File: config.mk
export PLATFORM = sky130hd
export DESIGN_NAME = csa_array_mult
export DESIGN_NICKNAME = d
export VERILOG_FILES = /design/src/rtl/csa_mul_pkg.sv /design/src/rtl/csa_half_cell.sv /design/src/rtl/csa_full_cell.sv /design/src/rtl/csa_pp_grid.sv /design/src/rtl/csa_merge_adder.sv /design/src/rtl/csa_array_mult.sv
export SDC_FILE = /design/constraint.sdc
export NUM_CORES = 1
export LEC_CHECK = 0
export BUFFER_PORTS_ARGS = -buffer_cell sky130_fd_sc_hd__buf_2
export CORE_AREA = 2 2 39 41
export DETAILED_ROUTE_END_ITERATION = 8
export DIE_AREA = 0 0 41 43
export PLACE_DENSITY = 0.63
export SLEW_MARGIN = 20
export SYNTH_ARGS = -nofsm -noshare
export SYNTH_HDL_FRONTEND = slang
export SYNTH_SLANG_ARGS = --single-unit
File: constraint.sdc
create_clock -name vclk -period 13.3
set_input_delay 2.66 -clock vclk [all_inputs]
set_output_delay 2.66 -clock vclk [all_outputs]
set_load 0.02 [all_outputs]
File: src/rtl/csa_mul_pkg.sv
package csa_mul_pkg;

  // Role of one cell in the reduction array.
  typedef enum logic [1:0] {
    CELL_PASS,      // lone partial product, nothing to add
    CELL_HALF_SUM,  // first row: partial product + sum from above
    CELL_HALF_CARRY,// top column of later rows: partial product + carry
    CELL_FULL       // partial product + sum + carry
  } cell_kind_e;

  function automatic cell_kind_e cell_kind(input int row, input int col, input int width);
    if (row == 1 && col == width - 1) return CELL_PASS;
    if (row == 1)                     return CELL_HALF_SUM;
    if (col == width - 1)             return CELL_HALF_CARRY;
    return CELL_FULL;
  endfunction

endpackage

File: src/rtl/csa_half_cell.sv
module csa_half_cell (
  input  logic a_i,
  input  logic b_i,
  output logic sum_o,
  output logic cry_o
);
  assign sum_o = a_i ^ b_i;
  assign cry_o = a_i & b_i;
endmodule

File: src/rtl/csa_full_cell.sv
module csa_full_cell (
  input  logic a_i,
  input  logic b_i,
  input  logic c_i,
  output logic sum_o,
  output logic cry_o
);
  logic prop;
  assign prop  = a_i ^ b_i;
  assign sum_o = prop ^ c_i;
  assign cry_o = (a_i & b_i) | (prop & c_i);
endmodule

File: src/rtl/csa_pp_grid.sv
module csa_pp_grid #(
  parameter int MC_W = 4,
  parameter int MP_W = 4
) (
  input  logic [MC_W-1:0]            mc_i,
  input  logic [MP_W-1:0]            mp_i,
  output logic [MP_W-1:0][MC_W-1:0]  pp_o
);
  // Row j holds multiplicand bits gated by multiplier bit j.
  for (genvar j = 0; j < MP_W; j++) begin : g_row
    for (genvar i = 0; i < MC_W; i++) begin : g_col
      assign pp_o[j][i] = mc_i[i] & mp_i[j];
    end
  end
endmodule

File: src/rtl/csa_merge_adder.sv
module csa_merge_adder #(
  parameter int W = 4
) (
  input  logic [W-1:0] a_i,
  input  logic [W-1:0] b_i,
  output logic [W-1:0] sum_o
);
  localparam int CW = W - 1;
  logic [CW-1:0] cry;

  csa_half_cell u_lsb (
    .a_i(a_i[0]), .b_i(b_i[0]), .sum_o(sum_o[0]), .cry_o(cry[0])
  );

  for (genvar k = 1; k < W - 1; k++) begin : g_mid
    csa_full_cell u_fa (
      .a_i(a_i[k]), .b_i(b_i[k]), .c_i(cry[k-1]),
      .sum_o(sum_o[k]), .cry_o(cry[k])
    );
  end

  // The top position cannot overflow: the product fits the output width.
  assign sum_o[W-1] = a_i[W-1] ^ b_i[W-1] ^ cry[CW-1];
endmodule

File: src/rtl/csa_array_mult.sv
module csa_array_mult
  import csa_mul_pkg::*;
#(
  parameter int MC_W = 4,
  parameter int MP_W = 4
) (
  input  logic [MC_W-1:0]      mcand_i,
  input  logic [MP_W-1:0]      mplier_i,
  output logic [MC_W+MP_W-1:0] product_o
);
  localparam int PW = MC_W + MP_W;

  logic [MP_W-1:0][MC_W-1:0] pp;
  logic [MP_W-1:0][MC_W-1:0] srow;   // sum vector leaving each row
  logic [MP_W-1:1][MC_W-1:0] crow;   // carry vector leaving each row

  csa_pp_grid #(.MC_W(MC_W), .MP_W(MP_W)) u_pp (
    .mc_i(mcand_i), .mp_i(mplier_i), .pp_o(pp)
  );

  assign srow[0] = pp[0];

  for (genvar j = 1; j < MP_W; j++) begin : g_row
    for (genvar i = 0; i < MC_W; i++) begin : g_cell
      localparam cell_kind_e KIND = cell_kind(j, i, MC_W);
      if (KIND == CELL_PASS) begin : g_pass
        assign srow[j][i] = pp[j][i];
        assign crow[j][i] = 1'b0;
      end else if (KIND == CELL_HALF_SUM) begin : g_hs
        csa_half_cell u_ha (
          .a_i(pp[j][i]), .b_i(srow[j-1][i+1]),
          .sum_o(srow[j][i]), .cry_o(crow[j][i])
        );
      end else if (KIND == CELL_HALF_CARRY) begin : g_hc
        csa_half_cell u_ha (
          .a_i(pp[j][i]), .b_i(crow[j-1][i]),
          .sum_o(srow[j][i]), .cry_o(crow[j][i])
        );
      end else begin : g_full
        csa_full_cell u_fa (
          .a_i(pp[j][i]), .b_i(srow[j-1][i+1]), .c_i(crow[j-1][i]),
          .sum_o(srow[j][i]), .cry_o(crow[j][i])
        );
      end
    end
  end

  // Low product bits: lowest sum bit of each row is final.
  for (genvar j = 0; j < MP_W; j++) begin : g_low
    assign product_o[j] = srow[j][0];
  end

  // Vector merge of the last row's remaining sums and carries.
  csa_merge_adder #(.W(MC_W)) u_merge (
    .a_i  ({1'b0, srow[MP_W-1][MC_W-1:1]}),
    .b_i  (crow[MP_W-1]),
    .sum_o(product_o[PW-1:MP_W])
  );
endmodule

==> impl_metrics.yaml <==
status:
  status: "complete, no violations"
power:
  power.density_mw_per_mm2: 49.2
  leakagePower_uw: 0.000254
  ir_drop_uv: 15.2
logic_synthesis:
  synth-seq-area-share_pct: 0
  yosys_warnings: 0
  synth_compound_area_share_pct: 0
  ys_types: 6
  synth_adder_area_share_pct: 54.4
  synth_top_area_share_pct: 41.4
  synthCells: 44
  synthXorXnorAreaFrac_pct: 0
  syn_nets: 64
  synth_area_leaders: "fa_1 41%, and2_1 19%, buf_4 14%, ha_1 13%, inv_1 8.7%"
  synth_top_family_by_area: "adder cells"
  syn_area_per_cell_um2: 8.79
  muxShareOfSynthArea_pct: 0
  synthesis.area_um2: 387
  synth_top_area_cell: "fa_1"
  synth-simple-area-share_pct: 23.3
floorplan:
  io_pins: 16
  core-area_mm2: 0.00138
  die-area_mm2: 0.00176
  start_util_pct: 27.9
  row_count: 14
  die_h_um: 43
  dieWidth_um: 41
worst_setup_path:
  critPathKind: "primary input to output pin"
  required_ns: 10.64
  setup.worst_path.start_class: "primary input"
  crit_arrival_ns: 5.40
  critPathCaptureType: "output pin"
  critPathMaxFanout: 4
global_route:
  grt_pass1_wl_um: 986
  busiest_layer: "met2"
  grt_pass1_vias: 262
  globalRouteMet3Util_pct: 0.524
  gr-usage-met1_pct: 10.6
  grt_max_degree: 5
  grt_overflow_total: 0
  met2_usage_pct: 13.1
  grt_usage_pct: 7.59
  antenna_found_initial: 0
clocking:
  ctsHoldBuffers: 0
  post_cts_buffers: 0
  post_cts_resized: 0
placement:
  gp_congestion: 0.697
  portBuffers: 16
  hpwl_um: 516
  place_worst_setup_slack_ns: 5.22
sta:
  period_needed_ns: 8.06
  setup_ws_ns: 5.24
  max_freq_mhz: 124
  finalHoldViolCount: 0
  tns_ns: 0
  worstMarginPinSlew_ns: 0.108
  fin_crit_sh_pct: 60.6
  rsz0062_at_grt: "false"
  slew_violations: 0
  setup_viol: 0
  relSlewSlack_pct: 92.8
cells_and_area:
  insertedDiodeCount: 0
  mostFrequentLayoutCell: "buf_2"
  drive_gt1_share_pct: 30.2
  nets: 75
  clkbuf_count: 0
  final_cell_mix: "16 x buf_2, 12 x and2_1, 9 x inv_1"
  seq_cells: 0
  seq_area_um2: 0
  area_growth_pct: 12.3
detailed_routing:
  avgRoutedWirePerCell_um: 7.48
  via_count: 274
  drcViolationCount: 0
  routed_wl_um: 516
  first_pass_iters: 2
  ant_nets: 0
  drt-initial-drc-count: 2
  viasPerCell: 3.97
flow_run:
  maxCapViolCount: 0
hold_path:
  min_path_type: "primary input to output pin"
per-stage QoR:
step | hold WS, ns | instance area, µm² | util (%) | total power (µW) | instances
after CTS | 5.69 | 434 | 31.4 | 22.2 | 69
after detailed placement | 5.69 | 434 | 31.4 | 22.1 | 69
final | 5.68 | 434 | 31.4 | 21.4 | 69
after floorplan | 5.50 | 387 | - | 21.1 | 44
after global routing | 5.70 | 434 | 31.4 | 24.9 | 69
after global placement | 5.68 | 434 | 31.4 | 22.2 | 69
report_power, final:
| part | internal [µW] | total [µW] | switching (µW) | leakage (µW) |
|---|---|---|---|---|
| Sequential | 0 | 0 | 0 | 0 |
| Combinational | 8.03 | 21.4 | 13.3 | 0.000254 |
| Clock | 0 | 0 | 0 | 0 |
synth_stat cells:
master   count
and2_1      12
inv_1        9
fa_1         8
buf_4        7
ha_1         4
nand2_1      4
final cells by class:
cell class,count,area [µm²]
fillers,158,950
multi-input cells,28,300
repair buffers,16,80.1
inverters,9,33.8
well taps,16,20.0
cells by family after synthesis:
logic type / count (synthesis)
adders and majority gates: 12
and+or+nand+nor: 16
buffers and inverters: 16
per-layer routing:
| metal | wire (µm) | share of wire (%) | vias up |
|---|---|---|---|
| li1 | - | - | 139 |
| met1 | 214 | 41 | 127 |
| met2 | 261 | 51 | 8 |
| met3 | 40 | 7.8 | 0 |
| met4 | 0 | 0 | 0 |
| met5 | 0 | 0 | - |
critical path, stage by stage:
cell and delay [ns]:
buf_2 0.12, and2_1 0.15, ha_1 0.28, inv_1 0.05, fa_1 0.49, inv_1 0.05, fa_1 0.39, ha_1 0.20
fa_1 0.37, fa_1 0.48, buf_2 0.15
final timing paths:
| path | from | to | depth (start not counted) | slack [ns] |
|---|---|---|---|---|
| worst max-delay path | mcand_i[2] | product_o[6] | 11 | 5.24 |
| worst min-delay path | mcand_i[0] | product_o[0] | 3 | 5.68 |
Note: power is estimated with default switching activity, not from simulation.
